[src/rtl/bcd_scan_pkg.sv]
package bcd_scan_pkg;
  localparam int DIG_W = 4;
  typedef logic [DIG_W-1:0] bcd_t;
  localparam bcd_t BCD_MAX = 4'd9;
endpackage

[src/rtl/bcd_edge_detect.sv]
module bcd_edge_detect #(
  parameter int SYNC_STAGES = 2
) (
  input  logic clk,
  input  logic rst,
  input  logic sig_in,
  output logic fall
);
  logic [SYNC_STAGES-1:0] sync_q;
  logic                   prev_q;

  always_ff @(posedge clk) begin
    if (rst) begin
      sync_q <= '0;
      prev_q <= 1'b0;
    end else begin
      sync_q <= {sync_q[SYNC_STAGES-2:0], sig_in};
      prev_q <= sync_q[SYNC_STAGES-1];
    end
  end

  assign fall = prev_q & ~sync_q[SYNC_STAGES-1];


  fall_single_chk: assert property (@(posedge clk) disable iff (rst)
    fall |=> !fall);
endmodule

[src/rtl/bcd_decade.sv]
module bcd_decade
  import bcd_scan_pkg::*;
(
  input  logic clk,
  input  logic rst,
  input  logic clr,
  input  logic inc,
  output bcd_t digit,
  output logic carry
);
  always_ff @(posedge clk) begin
    if (rst || clr)
      digit <= '0;
    else if (inc)
      digit <= (digit == BCD_MAX) ? '0 : digit + 1'b1;
  end

  assign carry = inc && (digit == BCD_MAX);


  digit_range_chk: assert property (@(posedge clk) disable iff (rst)
    digit <= BCD_MAX);
endmodule

[src/rtl/bcd_digit_scan.sv]
module bcd_digit_scan
  import bcd_scan_pkg::*;
#(
  parameter int NUM_DIGITS = 3,
  parameter int SCAN_DIV   = 277_778
) (
  input  logic                        clk,
  input  logic                        rst,
  input  logic                        clr,
  input  logic [NUM_DIGITS*DIG_W-1:0] digits_in,
  output bcd_t                        bcd_out,
  output logic [NUM_DIGITS-1:0]       dsel_n
);
  localparam int IW = (NUM_DIGITS > 1) ? $clog2(NUM_DIGITS) : 1;
  localparam int CW = (SCAN_DIV > 1) ? $clog2(SCAN_DIV) : 1;
  localparam logic [CW-1:0] DIV_LAST = CW'(SCAN_DIV - 1);
  localparam logic [IW-1:0] IDX_LAST = IW'(NUM_DIGITS - 1);

  logic [CW-1:0] div_q;
  logic [IW-1:0] idx_q;

  always_ff @(posedge clk) begin
    if (rst || clr) begin
      div_q   <= '0;
      idx_q   <= '0;
      dsel_n  <= '1;
      bcd_out <= '0;
    end else begin
      if (div_q == DIV_LAST) begin
        div_q <= '0;
        idx_q <= (idx_q == IDX_LAST) ? '0 : idx_q + 1'b1;
      end else begin
        div_q <= div_q + 1'b1;
      end
      dsel_n  <= ~(NUM_DIGITS'(1) << idx_q);
      bcd_out <= digits_in[idx_q*DIG_W +: DIG_W];
    end
  end


  scan_onehot_chk: assert property (@(posedge clk) disable iff (rst)
    (!clr && !$past(clr) && !$past(rst)) |-> ($countones(~dsel_n) == 1));

  clr_blank_chk: assert property (@(posedge clk) disable iff (rst)
    clr |=> (dsel_n == '1));

  idx_bound_chk: assert property (@(posedge clk) disable iff (rst)
    idx_q <= IDX_LAST);
endmodule

[src/rtl/bcd_scan_counter.sv]
module bcd_scan_counter
  import bcd_scan_pkg::*;
#(
  parameter int NUM_DIGITS  = 3,
  parameter int SCAN_DIV    = 277_778,
  parameter int SYNC_STAGES = 2
) (
  input  logic                  clk,
  input  logic                  rst,
  input  logic                  cnt_in,
  input  logic                  clr,
  input  logic                  hold_cnt,
  input  logic                  freeze,
  output logic [DIG_W-1:0]      bcd_out,
  output logic [NUM_DIGITS-1:0] dsel_n,
  output logic                  ovf_pulse
);
  localparam int VW = NUM_DIGITS * DIG_W;

  logic                fall;
  logic                advance;
  logic [NUM_DIGITS:0] inc;
  logic [VW-1:0]       count_flat;
  logic [VW-1:0]       latch_q;

  bcd_edge_detect #(.SYNC_STAGES(SYNC_STAGES)) u_edge (
    .clk(clk), .rst(rst), .sig_in(cnt_in), .fall(fall)
  );

  assign advance = fall && !hold_cnt && !clr;
  assign inc[0]  = advance;

  for (genvar g = 0; g < NUM_DIGITS; g++) begin : g_decade
    bcd_decade u_dec (
      .clk(clk), .rst(rst), .clr(clr), .inc(inc[g]),
      .digit(count_flat[g*DIG_W +: DIG_W]), .carry(inc[g+1])
    );
  end

  always_ff @(posedge clk) begin
    if (rst) begin
      latch_q   <= '0;
      ovf_pulse <= 1'b0;
    end else begin
      if (!freeze) latch_q <= count_flat;
      ovf_pulse <= inc[NUM_DIGITS];
    end
  end

  bcd_digit_scan #(.NUM_DIGITS(NUM_DIGITS), .SCAN_DIV(SCAN_DIV)) u_scan (
    .clk(clk), .rst(rst), .clr(clr), .digits_in(latch_q),
    .bcd_out(bcd_out), .dsel_n(dsel_n)
  );


  count_moves_chk: assert property (@(posedge clk) disable iff (rst)
    (fall && !hold_cnt && !clr) |=> !$stable(count_flat));

  hold_keep_chk: assert property (@(posedge clk) disable iff (rst)
    (hold_cnt && !clr) |=> $stable(count_flat));

  latch_hold_chk: assert property (@(posedge clk) disable iff (rst)
    freeze |=> $stable(latch_q));

  ovf_single_chk: assert property (@(posedge clk) disable iff (rst)
    ovf_pulse |=> !ovf_pulse);

  clr_zero_chk: assert property (@(posedge clk) disable iff (rst)
    clr |=> (count_flat == '0));
endmodule

[config.mk]
export PLATFORM = sky130hd
export DESIGN_NAME = bcd_scan_counter
export DESIGN_NICKNAME = d
export VERILOG_FILES = /design/src/rtl/bcd_scan_pkg.sv /design/src/rtl/bcd_edge_detect.sv /design/src/rtl/bcd_decade.sv /design/src/rtl/bcd_digit_scan.sv /design/src/rtl/bcd_scan_counter.sv
export SDC_FILE = /design/constraint.sdc
export NUM_CORES = 1
export LEC_CHECK = 0
export ABC_AREA = 1
export BUFFER_PORTS_ARGS = -buffer_cell sky130_fd_sc_hd__buf_2
export CAP_MARGIN = 30
export CORE_UTILIZATION = 25
export DETAILED_ROUTE_END_ITERATION = 7
export HOLD_SLACK_MARGIN = 0.05
export PLACE_DENSITY = 0.51
export SYNTH_ARGS = -nofsm -noshare
export SYNTH_HDL_FRONTEND = slang
export SYNTH_SLANG_ARGS = --single-unit
[constraint.sdc]
create_clock -name clk -period 1.55 [get_ports clk]
set_clock_uncertainty 0.1 [all_clocks]
set_input_delay 0.465 -clock clk [delete_from_list [all_inputs] [get_ports clk]]
set_output_delay 0.465 -clock clk [all_outputs]
set_load 0.01 [all_outputs]
==> flow_summary.html, run 1 <==
<table>
<tr><th>Metric</th><th>Value</th></tr>
<tr><th colspan="2">Outcome</th></tr>
<tr><td>Result of the run</td><td>complete, no violations</td></tr>
<tr><th colspan="2">Clock tree</th></tr>
<tr><td>Source-to-sink clock delay at the later pin of the worst-skew pair</td><td>0.31 ns</td></tr>
<tr><td>Num CTS Buffers</td><td>5</td></tr>
<tr><td>CTS H-tree lvls</td><td>2</td></tr>
<tr><td>Clock slew at reported path FFs</td><td>0.11 ns</td></tr>
<tr><td>TritonCTS clock tree</td><td>done</td></tr>
<tr><td>Clock Sink Count</td><td>56</td></tr>
<tr><td>Clk buf depth</td><td>2</td></tr>
<tr><td>Library cell used as clock root buffer</td><td>sky130_fd_sc_hd__clkbuf_8</td></tr>
<tr><td>Hold_buf cts</td><td>0</td></tr>
<tr><th colspan="2">STA</th></tr>
<tr><td>Final count of negative-setup-slack endpoints</td><td>0</td></tr>
<tr><td>Number of hold violations in the final report</td><td>0</td></tr>
<tr><td>Part of the cycle the worst path needs</td><td>92.9%</td></tr>
<tr><td>Measured slew at the worst slew-check pin</td><td>0.342 ns</td></tr>
<tr><td>Final Max Slew Viols</td><td>0</td></tr>
<tr><td>Max-slew headroom at the worst pin</td><td>77.0%</td></tr>
<tr><td>Worst hold slack across all endpoints</td><td>0.238 ns</td></tr>
<tr><td>Achievable frequency</td><td>694 MHz</td></tr>
<tr><td>Final critical path time including I/O delays and setup</td><td>1.44 ns</td></tr>
<tr><th colspan="2">Detailed routing</th></tr>
<tr><td>Remaining antenna violation count after routing</td><td>0</td></tr>
<tr><td>1st-iter DRT viols</td><td>56</td></tr>
<tr><td>Total number of vias</td><td>2127</td></tr>
<tr><td>Vias/cell</td><td>4.27</td></tr>
<tr><td>Wirelength per Cell</td><td>10.4 µm</td></tr>
<tr><td>Aggregate routed wire length</td><td>5180 µm</td></tr>
<tr><td>Remaining design rule violation count</td><td>0</td></tr>
<tr><td>TritonRoute pass-1 iters</td><td>4</td></tr>
<tr><th colspan="2">Global routing</th></tr>
<tr><td>Wire length of the first global-routing pass</td><td>8840 µm</td></tr>
<tr><td>Via count of the first global-routing pass</td><td>1998</td></tr>
<tr><td>Initial antenna violation count</td><td>0</td></tr>
<tr><td>Gr usage total</td><td>11.0%</td></tr>
<tr><td>GR Overflow Total</td><td>0</td></tr>
<tr><td>Maximum number of pins on one net before global-route repair</td><td>23</td></tr>
<tr><th colspan="2">Power</th></tr>
<tr><td>Total chip power</td><td>2.44 mW</td></tr>
<tr><td>Leakage Power</td><td>1.03 nW</td></tr>
<tr><td>Power density over the cells</td><td>837 nW/µm²</td></tr>
<tr><td>Worst vdd ir</td><td>0.000476 V</td></tr>
<tr><th colspan="2">Hold path</th></tr>
<tr><td>Class of the tightest hold or removal check</td><td>in2reg</td></tr>
<tr><th colspan="2">Placed design</th></tr>
<tr><td>Count of port buffers added during placement</td><td>13</td></tr>
<tr><td>Final weighted congestion in routability-driven placement</td><td>0.864</td></tr>
<tr><td>Total half-perimeter wirelength after legalization and detailed placement</td><td>3910 µm</td></tr>
<tr><th colspan="2">Synthesis</th></tr>
<tr><td>Warnings, synthesis</td><td>0</td></tr>
<tr><td>Number of different library cells in the post-synthesis netlist</td><td>31</td></tr>
<tr><td>Synthesized net count</td><td>351</td></tr>
<tr><td>Number of synthesized register bits</td><td>56</td></tr>
<tr><td>Cell area after synthesis</td><td>2470 µm²</td></tr>
<tr><td>Post-synthesis instance total</td><td>343</td></tr>
<tr><td>Post-Synthesis Mean Instance Area</td><td>7.21 µm²</td></tr>
<tr><td>Portion of the post-synthesis area used by sequential elements</td><td>45.3%</td></tr>
<tr><th colspan="2">Critical path</th></tr>
<tr><td>Crit path max-delay family</td><td>simple AND/OR/NAND/NOR gates</td></tr>
<tr><td>Max incr delay on CP</td><td>0.35 ns</td></tr>
<tr><td>Arrival time at the worst endpoint</td><td>1.58 ns</td></tr>
<tr><td>Highest-delay cell along the critical path</td><td>sky130_fd_sc_hd__dfxtp_2</td></tr>
<tr><td>Category of the most critical setup path</td><td>reg2reg</td></tr>
<tr><td>Maximum fanout encountered on the critical timing path</td><td>5</td></tr>
<tr><td>Critical path data required time</td><td>1.69 ns</td></tr>
<tr><td>Critical Path Sink Type</td><td>flip-flop</td></tr>
<tr><td>Buffer and inverter count on the worst path</td><td>3</td></tr>
<tr><td>Launching element type of the critical path</td><td>flip-flop</td></tr>
<tr><td>Critical Path, Cell by Cell</td><td>inv_1, ha_1, nand2_1, inv_1, nand2_1, nor2_1, nand3_2, nand2_4, clkbuf_16, nor3_1</td></tr>
<tr><th colspan="2">Layout</th></tr>
<tr><td>Fraction of the core area covered by cells at the end of the flow</td><td>31.0%</td></tr>
<tr><td>Number of antenna cells inserted</td><td>0</td></tr>
<tr><td>Commonest non-fill, non-tap cell in the layout</td><td>sky130_fd_sc_hd__nand2_1</td></tr>
<tr><td>Most used cells in the layout excluding fill and tap cells</td><td>sky130_fd_sc_hd__nand2_1, sky130_fd_sc_hd__nor2_1, sky130_fd_sc_hd__dfxtp_1</td></tr>
<tr><td>Count of nets after finishing</td><td>376</td></tr>
<tr><td>Synth-to-Final Area Change</td><td>18.0%</td></tr>
<tr><td>Share of post-route cells with drive strength above 1</td><td>16.3%</td></tr>
<tr><td>Filler Cell Count</td><td>1042</td></tr>
<tr><th colspan="2">Floorplanning</th></tr>
<tr><td>Number of primary I/O pins</td><td>14</td></tr>
<tr><td>Horizontal die dimension</td><td>101 µm</td></tr>
<tr><td>Starting Density</td><td>26.3%</td></tr>
<tr><td>Core Box Area</td><td>9420 µm²</td></tr>
<tr><td>Die area</td><td>10300 µm²</td></tr>
<tr><td>Site row count</td><td>35</td></tr>
<tr><td>Die H</td><td>101 µm</td></tr>
<tr><th colspan="2">Flow run</th></tr>
<tr><td>Number of max-capacitance violations reported</td><td>0</td></tr>
</table>
[cell type report]
| cell class | count | area, µm² | share of cell area [%] |
|---|---|---|---|
| clock inverters | 3 | 27.5 | 0.943 |
| multi-input cells | 233 | 1160 | 39.7 |
| repair buffers | 25 | 201 | 6.90 |
| clock buffers | 5 | 68.8 | 2.36 |
| well taps | 129 | 161 | 5.53 |
| flip-flops and latches | 56 | 1120 | 38.5 |
| inverters | 47 | 176 | 6.04 |
[timing repair]
item | in CTS | in global routing
gates resized for setup | 0 | 7
endpoints found under the setup margin | 0 | 21
buffers inserted | 0 | 2
[per-stage QoR]
step	cell area [µm²]	setup slack, ns	cells	TNS, ns
after floorplan	2470	0.186	343	0
after global placement	2750	0.0390	486	0
after detailed placement	2750	0.0212	486	0
after CTS	2850	0.0153	494	0
after global routing	2920	-0.00762	498	-0.0438
final	2920	0.110	498	0
[synth_stat cells]
master                     instances  area share (%)
sky130_fd_sc_hd__nor2_2            7             1.8
sky130_fd_sc_hd__nor3_2            1            0.40
sky130_fd_sc_hd__nor3_1            5             1.0
sky130_fd_sc_hd__o22ai_1           1            0.25
sky130_fd_sc_hd__o211ai_1          1            0.30
sky130_fd_sc_hd__inv_2             6            0.91
sky130_fd_sc_hd__buf_1             1            0.15
sky130_fd_sc_hd__xnor2_1           1            0.35
sky130_fd_sc_hd__nand2_4           1            0.46
sky130_fd_sc_hd__inv_1            40             6.1
sky130_fd_sc_hd__clkbuf_1          2            0.30
sky130_fd_sc_hd__nor3b_2           1            0.51
sky130_fd_sc_hd__nand3_2           1            0.40
sky130_fd_sc_hd__ha_1              2             1.0
sky130_fd_sc_hd__o21ai_1           1            0.20
sky130_fd_sc_hd__or2_0             1            0.25
sky130_fd_sc_hd__dfxtp_1          56              45
sky130_fd_sc_hd__buf_4             2            0.61
sky130_fd_sc_hd__nor2_4            3             1.4
sky130_fd_sc_hd__a21oi_1          16             3.2
sky130_fd_sc_hd__nor2_1           61             9.3
sky130_fd_sc_hd__nand2_2           2            0.51
sky130_fd_sc_hd__o21ai_0           7             1.4
sky130_fd_sc_hd__a31oi_1           1            0.25
sky130_fd_sc_hd__xor2_1            8             2.8
sky130_fd_sc_hd__clkinv_1          1            0.15
sky130_fd_sc_hd__nand2_1          75              11
sky130_fd_sc_hd__nand4_1           4             1.0
sky130_fd_sc_hd__nand3_1          21             4.2
sky130_fd_sc_hd__a211oi_1         12             3.6
sky130_fd_sc_hd__buf_2             2            0.40
[logic make-up after synthesis]
group,after synthesis,share of synthesized area [%]
buffers and inverters,54,8.60
adder cells (fa/ha/maj),2,1.01
AND/OR/NAND/NOR,183,32.6
XOR/XNOR,9,3.19
AO/OA/AOI/OAI,39,9.31
flip-flops,56,45.3
[worst register-to-register path, stage by stage (launching register included)]
cell and delay [ns]:
sky130_fd_sc_hd__dfxtp_2 0.35, sky130_fd_sc_hd__inv_1 0.04, sky130_fd_sc_hd__ha_1 0.17, sky130_fd_sc_hd__nand2_1 0.08, sky130_fd_sc_hd__inv_1 0.04, sky130_fd_sc_hd__nand2_1 0.05
sky130_fd_sc_hd__nor2_1 0.04, sky130_fd_sc_hd__nand3_2 0.09, sky130_fd_sc_hd__nand2_4 0.09, sky130_fd_sc_hd__clkbuf_16 0.17, sky130_fd_sc_hd__nor3_1 0.13
[where the power goes]
group	internal, mW	switching, mW
sequential	1.46	0.0121
combinational	0.0561	0.0684
clock	0.333	0.511
[metal layers]
| metal | part of all wire (%) | track usage, % | vias to the layer above | wire length, µm |
|---|---|---|---|---|
| met2 | 47 | 19.4 | 27 | 2410 |
| met4 | 2.5 | 4.57 | 0 | 128 |
| met3 | 2.5 | 2.28 | 11 | 132 |
| met5 | 0 | 0 | - | 0 |
| li1 | - | - | 1130 | - |
| met1 | 48 | 13.0 | 959 | 2510 |
[sequential cells by signal (all words and copies together) (netlist names)]
signal	flops
ovf_pulse	1
latch_q	12
u_scan.idx_q	2
u_scan.bcd_out	4
u_scan.dsel_n	3
u_edge.sync_q	2
u_edge.prev_q	1
g_decade.u_dec.digit	12
u_scan.div_q	19
[worst paths after layout]
check / from / end / slack (ns) / cells past startpoint
max: u_scan.div_q[1] / u_scan.div_q[2] / 0.11 / 10
min: cnt_in / u_edge.sync_q[0] / 0.24 / 3
max reg2reg: u_scan.div_q[1] / u_scan.div_q[2] / 0.11 / 10
min reg2reg: u_edge.sync_q[0] / u_edge.sync_q[1] / 0.32 / 2
(Power assumes the default switching activity.)
==> run 2, diff against run 1 <==
--- a/config.mk
+++ b/config.mk
@@ -8,6 +8,7 @@
 export ABC_AREA = 1
 export BUFFER_PORTS_ARGS = -buffer_cell sky130_fd_sc_hd__buf_2
 export CAP_MARGIN = 30
+export CORE_MARGIN = 2
 export CORE_UTILIZATION = 25
 export DETAILED_ROUTE_END_ITERATION = 7
 export HOLD_SLACK_MARGIN = 0.05
==> run 2 against run 1 <==
Against the previous run:
- fmax increased by 1.2%
- register-to-register slack better by 0.02 ns
- final cell count rose by 0.20%
==> flow_summary.html, run 2 (synthesis results as in run 1) <==
<table>
<tr><th>Metric</th><th>Value</th></tr>
<tr><th colspan="2">Outcome</th></tr>
<tr><td>Result of the run</td><td>complete, no violations</td></tr>
<tr><th colspan="2">Critical path</th></tr>
<tr><td>Reg2Reg Setup Slack</td><td>0.13 ns</td></tr>
<tr><td>Worst setup path endpoint</td><td>u_scan.div_q[12]</td></tr>
<tr><td>Critical path data required time</td><td>1.66 ns</td></tr>
<tr><td>Critical Path Sink Type</td><td>flip-flop</td></tr>
<tr><td>Critical Path, Cell by Cell</td><td>ha_1, nand2_2, nor2_4, nand2_1, nor2_4, xor2_1, nor2_1</td></tr>
<tr><td>Launching element type of the critical path</td><td>flip-flop</td></tr>
<tr><td>Category of the most critical setup path</td><td>reg2reg</td></tr>
<tr><td>Reg-to-reg critical path endpoint</td><td>u_scan.div_q[12]</td></tr>
<tr><td>R2R Path Start</td><td>u_scan.div_q[0]</td></tr>
<tr><td>Max incr delay on CP</td><td>0.37 ns</td></tr>
<tr><td>Worst setup startpoint</td><td>u_scan.div_q[0]</td></tr>
<tr><td>Cells on worst reg2reg path</td><td>7</td></tr>
<tr><td>Highest-delay cell along the critical path</td><td>sky130_fd_sc_hd__dfxtp_2</td></tr>
<tr><td>Critical path's most frequent cell</td><td>sky130_fd_sc_hd__nor2_4</td></tr>
<tr><td>Arrival time at the worst endpoint</td><td>1.54 ns</td></tr>
<tr><td>Maximum fanout encountered on the critical timing path</td><td>4</td></tr>
<tr><th colspan="2">Global routing</th></tr>
<tr><td>Via count of the first global-routing pass</td><td>1971</td></tr>
<tr><td>GR Overflow Total</td><td>0</td></tr>
<tr><td>Initial antenna violation count</td><td>0</td></tr>
<tr><td>Maximum number of pins on one net before global-route repair</td><td>23</td></tr>
<tr><td>Gr usage total</td><td>10.9%</td></tr>
<tr><td>Wire length of the first global-routing pass</td><td>9090 µm</td></tr>
<tr><th colspan="2">STA</th></tr>
<tr><td>Max-slew headroom at the worst pin</td><td>77.3%</td></tr>
<tr><td>Part of the cycle the worst path needs</td><td>91.8%</td></tr>
<tr><td>Final Max Slew Viols</td><td>0</td></tr>
<tr><td>Fin Setup TNS</td><td>0 ns</td></tr>
<tr><td>Setup repair after global routing missed its margin</td><td>yes</td></tr>
<tr><td>Final count of negative-setup-slack endpoints</td><td>0</td></tr>
<tr><td>Measured slew at the worst slew-check pin</td><td>0.339 ns</td></tr>
<tr><td>Number of hold violations in the final report</td><td>0</td></tr>
<tr><td>Final critical path time including I/O delays and setup</td><td>1.42 ns</td></tr>
<tr><td>Achievable frequency</td><td>703 MHz</td></tr>
<tr><th colspan="2">Detailed routing</th></tr>
<tr><td>1st-iter DRT viols</td><td>82</td></tr>
<tr><td>Remaining antenna violation count after routing</td><td>0</td></tr>
<tr><td>Vias/cell</td><td>4.16</td></tr>
<tr><td>Total number of vias</td><td>2077</td></tr>
<tr><td>TritonRoute pass-1 iters</td><td>4</td></tr>
<tr><td>Aggregate routed wire length</td><td>5200 µm</td></tr>
<tr><td>Remaining design rule violation count</td><td>0</td></tr>
<tr><td>Wirelength per Cell</td><td>10.4 µm</td></tr>
<tr><th colspan="2">Clock tree</th></tr>
<tr><td>Clock slew at reported path FFs</td><td>0.10 ns</td></tr>
<tr><td>Num CTS Buffers</td><td>5</td></tr>
<tr><td>CTS H-tree lvls</td><td>2</td></tr>
<tr><td>TritonCTS clock tree</td><td>done</td></tr>
<tr><td>Clk buf depth</td><td>2</td></tr>
<tr><td>Clock Sink Count</td><td>56</td></tr>
<tr><td>Source-to-sink clock delay at the later pin of the worst-skew pair</td><td>0.31 ns</td></tr>
<tr><td>Hold_buf cts</td><td>0</td></tr>
<tr><td>Library cell used as clock root buffer</td><td>sky130_fd_sc_hd__clkbuf_8</td></tr>
<tr><th colspan="2">Floorplanning</th></tr>
<tr><td>Horizontal die dimension</td><td>103 µm</td></tr>
<tr><td>Core Box Area</td><td>9680 µm²</td></tr>
<tr><td>Starting Density</td><td>25.5%</td></tr>
<tr><td>Site row count</td><td>36</td></tr>
<tr><td>Number of primary I/O pins</td><td>14</td></tr>
<tr><td>Die area</td><td>10700 µm²</td></tr>
<tr><td>Die H</td><td>103 µm</td></tr>
<tr><th colspan="2">Hold path</th></tr>
<tr><td>Hold Path Depth</td><td>3</td></tr>
<tr><td>Class of the tightest hold or removal check</td><td>in2reg</td></tr>
<tr><th colspan="2">Layout</th></tr>
<tr><td>Total non-filler cell area in the finished layout</td><td>2900 µm²</td></tr>
<tr><td>Most used cells in the layout excluding fill and tap cells</td><td>sky130_fd_sc_hd__nand2_1, sky130_fd_sc_hd__nor2_1, sky130_fd_sc_hd__dfxtp_1</td></tr>
<tr><td>Count of nets after finishing</td><td>373</td></tr>
<tr><td>Commonest non-fill, non-tap cell in the layout</td><td>sky130_fd_sc_hd__nand2_1</td></tr>
<tr><td>Number of antenna cells inserted</td><td>0</td></tr>
<tr><td>Largest register FFs</td><td>19</td></tr>
<tr><td>Largest register by flop count</td><td>u_scan.div_q</td></tr>
<tr><td>Largest registers</td><td>u_scan.div_q (19), g_decade.u_dec.digit (12), latch_q (12)</td></tr>
<tr><td>Share of post-route cells with drive strength above 1</td><td>15.8%</td></tr>
<tr><td>Synth-to-Final Area Change</td><td>17.3%</td></tr>
<tr><th colspan="2">Power</th></tr>
<tr><td>Worst vdd ir</td><td>0.000379 V</td></tr>
<tr><td>Power density over the cells</td><td>885 nW/µm²</td></tr>
<tr><td>Leakage Power</td><td>1.01 nW</td></tr>
<tr><th colspan="2">Placed design</th></tr>
<tr><td>Count of port buffers added during placement</td><td>13</td></tr>
<tr><td>Post-placement cell area</td><td>2740 µm²</td></tr>
<tr><td>Final weighted congestion in routability-driven placement</td><td>0.813</td></tr>
<tr><td>Total half-perimeter wirelength after legalization and detailed placement</td><td>3970 µm</td></tr>
<tr><th colspan="2">Flow run</th></tr>
<tr><td>Number of max-capacitance violations reported</td><td>0</td></tr>
</table>
-- run 2: layout make-up --
cell class / instances / area [µm²]
Clock buffer: 5 / 68.8
Clock inverter: 3 / 42.5
Fill cell: 1069 / 6780
Inverter: 47 / 176
Multi-Input combinational cell: 233 / 1170
Sequential cell: 56 / 1120
Tap cell: 133 / 166
Timing Repair Buffer: 22 / 154
-- run 2: how the worst min path moves through the flow --
stage,from,end
floorplan,u_edge.sync_q[0],u_edge.sync_q[1]
global placement,u_edge.sync_q[0],u_edge.sync_q[1]
detailed placement,u_edge.sync_q[0],u_edge.sync_q[1]
CTS,cnt_in,u_edge.sync_q[0]
global route,cnt_in,u_edge.sync_q[0]
finish,cnt_in,u_edge.sync_q[0]
-- run 2: per-stage QoR --
stage | std cells | worst slack [ns] | utilization (%) | hold WS, ns | total power [mW]
2_1_floorplan | 343 | 0.186 | - | 0.288 | 1.57
3_5_place_dp | 490 | 0.0148 | 28.3 | 0.298 | 1.62
3_3_place_gp | 490 | 0.0323 | 28.3 | 0.303 | 1.62
6_report | 499 | 0.127 | 30.0 | 0.252 | 2.57
4_1_cts | 498 | 0.0311 | 29.5 | 0.237 | 2.60
5_1_grt | 499 | 0.00312 | 30.0 | 0.252 | 2.68
-- run 2: power by group --
| part | leakage, nW | internal, mW | switching (mW) | total, mW |
|---|---|---|---|---|
| registers | 0.455 | 1.46 | 0.0115 | 1.47 |
| logic | 0.503 | 0.0476 | 0.0677 | 0.115 |
| clock network | 0.0541 | 0.479 | 0.499 | 0.978 |
-- run 2: what timing repair did --
item                       in CTS  in global routing
buffers inserted                0                  0
gates resized for setup         0                 12
setup endpoints to repair       0                 21
-- run 2: critical path: cells and delay by family (launching register included) --
kind	cells	cell delay (ns)
xor gates and xnor gates	1	0.15
and+or+nand+nor	5	0.54
DFF	1	0.37
adders and majority gates	1	0.18
-- run 2: per-layer routing --
layer  global-route usage [%]  routed length [µm]
met5                        0                   0
met4                     3.95                  89
met3                     2.28                 141
met2                     18.2                2390
met1                     13.9                2580
==> run 3, diff against run 2 <==
--- a/config.mk
+++ b/config.mk
@@ -15,4 +15,5 @@
 export PLACE_DENSITY = 0.51
 export SYNTH_ARGS = -nofsm -noshare
 export SYNTH_HDL_FRONTEND = slang
+export SYNTH_HIERARCHICAL = 1
 export SYNTH_SLANG_ARGS = --single-unit
==> run 3 against run 2 <==
Against the previous run:
- the flow now finishes with violations (setup timing)
- global-route usage fell by 0.97 points
- wire length fell by 1.3%
- flip-flop and latch count did not move
- critical endpoint is now g_decade[2].u_dec/digit[3]
==> flow_summary.html, run 3 <==
<table>
<tr><th>Metric</th><th>Value</th></tr>
<tr><th colspan="2">Synthesis</th></tr>
<tr><td>Synthesized net count</td><td>377</td></tr>
<tr><td>Synth Flop Type</td><td>sky130_fd_sc_hd__dfxtp_1</td></tr>
<tr><td>Synthesized-area fraction occupied by xor and xnor cells</td><td>2.03%</td></tr>
<tr><td>Most numerous cell types in the synthesized netlist</td><td>sky130_fd_sc_hd__nand2_1, sky130_fd_sc_hd__nor2_1, sky130_fd_sc_hd__dfxtp_1, sky130_fd_sc_hd__inv_1, sky130_fd_sc_hd__nand3_1</td></tr>
<tr><td>Fraction of the mapped netlist area in adder cells</td><td>0.966%</td></tr>
<tr><td>Post-Synth Simple-Gate Area</td><td>38.3%</td></tr>
<tr><td>Largest family of logic cells by synthesized area</td><td>simple AND/OR/NAND/NOR gates</td></tr>
<tr><td>Post-Synthesis Mean Instance Area</td><td>7.02 µm²</td></tr>
<tr><td>Number of synthesized flops with an enable pin</td><td>0</td></tr>
<tr><td>Mux contribution to synthesized area</td><td>0%</td></tr>
<tr><td>Post-synthesis compound-gate area fraction</td><td>5.55%</td></tr>
<tr><td>Post-synthesis instance total</td><td>369</td></tr>
<tr><td>Number of synthesized register bits</td><td>56</td></tr>
<tr><td>Portion of the post-synthesis area used by sequential elements</td><td>43.3%</td></tr>
<tr><td>Dominant cells by area after synthesis</td><td>sky130_fd_sc_hd__dfxtp_1, sky130_fd_sc_hd__nand2_1, sky130_fd_sc_hd__nor2_1, sky130_fd_sc_hd__inv_1, sky130_fd_sc_hd__nand3_1</td></tr>
<tr><td>Warnings, synthesis</td><td>6</td></tr>
<tr><td>Most instantiated library cell after synthesis</td><td>sky130_fd_sc_hd__nand2_1</td></tr>
<tr><td>Asr flop ratio synth</td><td>0%</td></tr>
<tr><td>Yosys top cell by area</td><td>sky130_fd_sc_hd__dfxtp_1</td></tr>
<tr><td>Number of different library cells in the post-synthesis netlist</td><td>23</td></tr>
<tr><td>Area share of the largest cell type after synthesis</td><td>43.3%</td></tr>
<tr><td>Cell area after synthesis</td><td>2590 µm²</td></tr>
<tr><th colspan="2">Critical path</th></tr>
<tr><td>Cells on worst reg2reg path</td><td>15</td></tr>
<tr><td>Maximum fanout encountered on the critical timing path</td><td>4</td></tr>
<tr><td>Critical Path Sink Type</td><td>flip-flop</td></tr>
<tr><td>Reg-to-reg critical path endpoint</td><td>g_decade[2].u_dec/digit[3]</td></tr>
<tr><td>Category of the most critical setup path</td><td>reg2reg</td></tr>
<tr><td>Worst setup startpoint</td><td>u_edge/sync_q[1]</td></tr>
<tr><td>Launching element type of the critical path</td><td>flip-flop</td></tr>
<tr><td>Reg2Reg Setup Slack</td><td>-0.05 ns</td></tr>
<tr><td>Critical path data required time</td><td>1.68 ns</td></tr>
<tr><td>Arrival time at the worst endpoint</td><td>1.72 ns</td></tr>
<tr><td>R2R Path Start</td><td>u_edge/sync_q[1]</td></tr>
<tr><th colspan="2">Layout</th></tr>
<tr><td>Largest register by flop count</td><td>u_scan/div_q</td></tr>
<tr><td>Largest registers</td><td>u_scan/div_q (19), g_decade.u_dec/digit (12), latch_q (12)</td></tr>
<tr><td>Count of nets after finishing</td><td>409</td></tr>
<tr><td>Share of post-route cells with drive strength above 1</td><td>22.6%</td></tr>
<tr><td>Largest register FFs</td><td>19</td></tr>
<tr><td>Number of antenna cells inserted</td><td>0</td></tr>
<tr><td>Finished Layout Cells</td><td>538</td></tr>
<tr><td>Commonest non-fill, non-tap cell in the layout</td><td>sky130_fd_sc_hd__nand2_1</td></tr>
<tr><td>Synth-to-Final Area Change</td><td>18.5%</td></tr>
<tr><td>Most used cells in the layout excluding fill and tap cells</td><td>sky130_fd_sc_hd__nand2_1, sky130_fd_sc_hd__nor2_1, sky130_fd_sc_hd__dfxtp_1</td></tr>
<tr><td>Filler Cell Count</td><td>1142</td></tr>
<tr><th colspan="2">STA</th></tr>
<tr><td>Part of the cycle the worst path needs</td><td>103%</td></tr>
<tr><td>Setup repair after global routing missed its margin</td><td>yes</td></tr>
<tr><td>Final count of negative-setup-slack endpoints</td><td>4</td></tr>
<tr><td>Achievable frequency</td><td>626 MHz</td></tr>
<tr><td>Final critical-path setup slack</td><td>-0.0465 ns</td></tr>
<tr><td>Max-slew headroom at the worst pin</td><td>72.9%</td></tr>
<tr><td>Measured slew at the worst slew-check pin</td><td>0.406 ns</td></tr>
<tr><td>Final Max Slew Viols</td><td>0</td></tr>
<tr><td>Final critical path time including I/O delays and setup</td><td>1.60 ns</td></tr>
<tr><td>Number of hold violations in the final report</td><td>0</td></tr>
<tr><th colspan="2">Clock tree</th></tr>
<tr><td>Library cell used as clock root buffer</td><td>sky130_fd_sc_hd__clkbuf_8</td></tr>
<tr><td>Clk buf depth</td><td>2</td></tr>
<tr><td>Clock Sink Count</td><td>56</td></tr>
<tr><td>Clock slew at reported path FFs</td><td>0.11 ns</td></tr>
<tr><td>CTS H-tree lvls</td><td>2</td></tr>
<tr><td>Source-to-sink clock delay at the later pin of the worst-skew pair</td><td>0.31 ns</td></tr>
<tr><td>Num CTS Buffers</td><td>5</td></tr>
<tr><td>TritonCTS clock tree</td><td>done</td></tr>
<tr><th colspan="2">Detailed routing</th></tr>
<tr><td>TritonRoute pass-1 iters</td><td>4</td></tr>
<tr><td>Remaining antenna violation count after routing</td><td>0</td></tr>
<tr><td>1st-iter DRT viols</td><td>88</td></tr>
<tr><td>Total number of vias</td><td>2213</td></tr>
<tr><td>Wirelength per Cell</td><td>9.54 µm</td></tr>
<tr><td>Aggregate routed wire length</td><td>5130 µm</td></tr>
<tr><td>Remaining design rule violation count</td><td>0</td></tr>
<tr><td>Vias/cell</td><td>4.11</td></tr>
<tr><th colspan="2">Placed design</th></tr>
<tr><td>Final weighted congestion in routability-driven placement</td><td>0.806</td></tr>
<tr><td>Count of port buffers added during placement</td><td>13</td></tr>
<tr><td>Total half-perimeter wirelength after legalization and detailed placement</td><td>3830 µm</td></tr>
<tr><td>Count of placed standard cells including taps</td><td>527</td></tr>
<tr><th colspan="2">Global routing</th></tr>
<tr><td>Wire length of the first global-routing pass</td><td>9150 µm</td></tr>
<tr><td>Via count of the first global-routing pass</td><td>2089</td></tr>
<tr><td>Gr usage total</td><td>9.93%</td></tr>
<tr><td>Initial antenna violation count</td><td>0</td></tr>
<tr><td>GR Overflow Total</td><td>0</td></tr>
<tr><td>Maximum number of pins on one net before global-route repair</td><td>25</td></tr>
<tr><th colspan="2">Hold path</th></tr>
<tr><td>Start point of the worst hold path</td><td>cnt_in</td></tr>
<tr><td>Class of the tightest hold or removal check</td><td>in2reg</td></tr>
<tr><td>Hold Path Depth</td><td>3</td></tr>
<tr><td>Worst Hold End</td><td>u_edge/sync_q[0]</td></tr>
<tr><th colspan="2">Floorplanning</th></tr>
<tr><td>Die area</td><td>11200 µm²</td></tr>
<tr><td>Horizontal die dimension</td><td>106 µm</td></tr>
<tr><td>Site row count</td><td>37</td></tr>
<tr><td>Starting Density</td><td>25.4%</td></tr>
<tr><td>Core Box Area</td><td>10200 µm²</td></tr>
<tr><td>Die H</td><td>106 µm</td></tr>
<tr><td>Number of primary I/O pins</td><td>14</td></tr>
<tr><th colspan="2">Power</th></tr>
<tr><td>Power density over the cells</td><td>790 nW/µm²</td></tr>
<tr><td>Worst vdd ir</td><td>0.000329 V</td></tr>
<tr><td>Total chip power</td><td>2.43 mW</td></tr>
<tr><td>Leakage Power</td><td>1.22 nW</td></tr>
<tr><th colspan="2">Outcome</th></tr>
<tr><td>Failing checks</td><td>setup timing</td></tr>
<tr><td>Result of the run</td><td>finished with violations</td></tr>
<tr><th colspan="2">Flow run</th></tr>
<tr><td>Number of max-capacitance violations reported</td><td>0</td></tr>
</table>
[run 3: changes by cell type in the layout (fill, tap and decap cells not counted), moves of 7 or more]
| cell | change |
|---|---|
| sky130_fd_sc_hd__nand2_2 | +10 |
| sky130_fd_sc_hd__buf_4 | +11 |
| sky130_fd_sc_hd__nand2_1 | +7 |
| sky130_fd_sc_hd__nand3_1 | +7 |
| sky130_fd_sc_hd__nor2_1 | +8 |
| sky130_fd_sc_hd__a211oi_1 | -12 |
[run 3: through the flow]
step	util, %	instance area [µm²]	TNS [ns]	worst slack, ns	hold WS [ns]
after floorplan	-	2610	-0.481	-0.126	0.288
after global placement	28.5	2900	-1.32	-0.233	0.300
after detailed placement	28.5	2900	-1.44	-0.255	0.299
after CTS	29.6	3010	-0.175	-0.0565	0.243
after global routing	30.1	3070	-1.35	-0.278	0.242
final	30.1	3070	-0.141	-0.0465	0.261
[run 3: layout make-up]
cell class	instances	area, µm²	share of cell area [%]
multi-input combinational	255	1290	42.1
sequential	56	1120	36.6
inverter	54	205	6.68
timing repair buffer	29	185	6.03
tap	136	170	5.54
clock buffer	5	68.8	2.24
clock inverter	3	23.8	0.774
[run 3: worst max-delay path, cell delays in order, from the launching register on]
cell and delay (ns):
sky130_fd_sc_hd__dfxtp_1 0.33, sky130_fd_sc_hd__nor2_2 0.10, sky130_fd_sc_hd__nor3b_4 0.18, sky130_fd_sc_hd__nand2_1 0.08
sky130_fd_sc_hd__inv_2 0.06, sky130_fd_sc_hd__nand2_2 0.06, sky130_fd_sc_hd__inv_2 0.06, sky130_fd_sc_hd__nand2_2 0.04
sky130_fd_sc_hd__inv_2 0.06, sky130_fd_sc_hd__nand2_2 0.06, sky130_fd_sc_hd__inv_2 0.09, sky130_fd_sc_hd__nand2_2 0.07
sky130_fd_sc_hd__inv_4 0.08, sky130_fd_sc_hd__nand2_2 0.05, sky130_fd_sc_hd__nand2_1 0.07, sky130_fd_sc_hd__nor2_2 0.04
[run 3: routing by layer]
metal | vias to the layer above | global-route usage [%] | share of wire (%)
li1 | 1193 | - | -
met1 | 995 | 12.8 | 50
met2 | 18 | 16.7 | 47
met3 | 7 | 2.23 | 2.1
met4 | 0 | 2.54 | 0.94
met5 | - | 0 | 0
[run 3: cells by family after synthesis]
family                     Yosys count
AOI/OAI and AO/OA                   25
xor gates and xnor gates             6
adders and majority gates            2
buffers and inverters               59
DFF                                 56
and+or+nand+nor                    221
[run 3: how the worst max path moves through the flow]
stage / end / slack [ns]
global placement: g_decade[2].u_dec/digit[1] / -0.23
floorplan: g_decade[2].u_dec/digit[1] / -0.13
detailed placement: g_decade[2].u_dec/digit[1] / -0.26
CTS: g_decade[2].u_dec/digit[1] / -0.06
global route: ovf_pulse / -0.28
finish: g_decade[2].u_dec/digit[3] / -0.05
[run 3: power breakdown]
group	switching [mW]	leakage, nW	total, mW	internal (mW)
Sequential	0.0131	0.456	1.48	1.46
Combinational	0.0897	0.725	0.145	0.0548
Clock	0.485	0.0404	0.806	0.321
Total	0.588	1.22	2.43	1.84
[run 3: what timing repair did]
| item | 4_1_cts | 5_1_grt |
|---|---|---|
| hold buffers | 0 | 0 |
| buffers inserted | 1 | 1 |
| setup endpoints to repair | 6 | 25 |
| resized for setup | 3 | 13 |
| gates cloned | 0 | 1 |
| pin swaps | 0 | 6 |
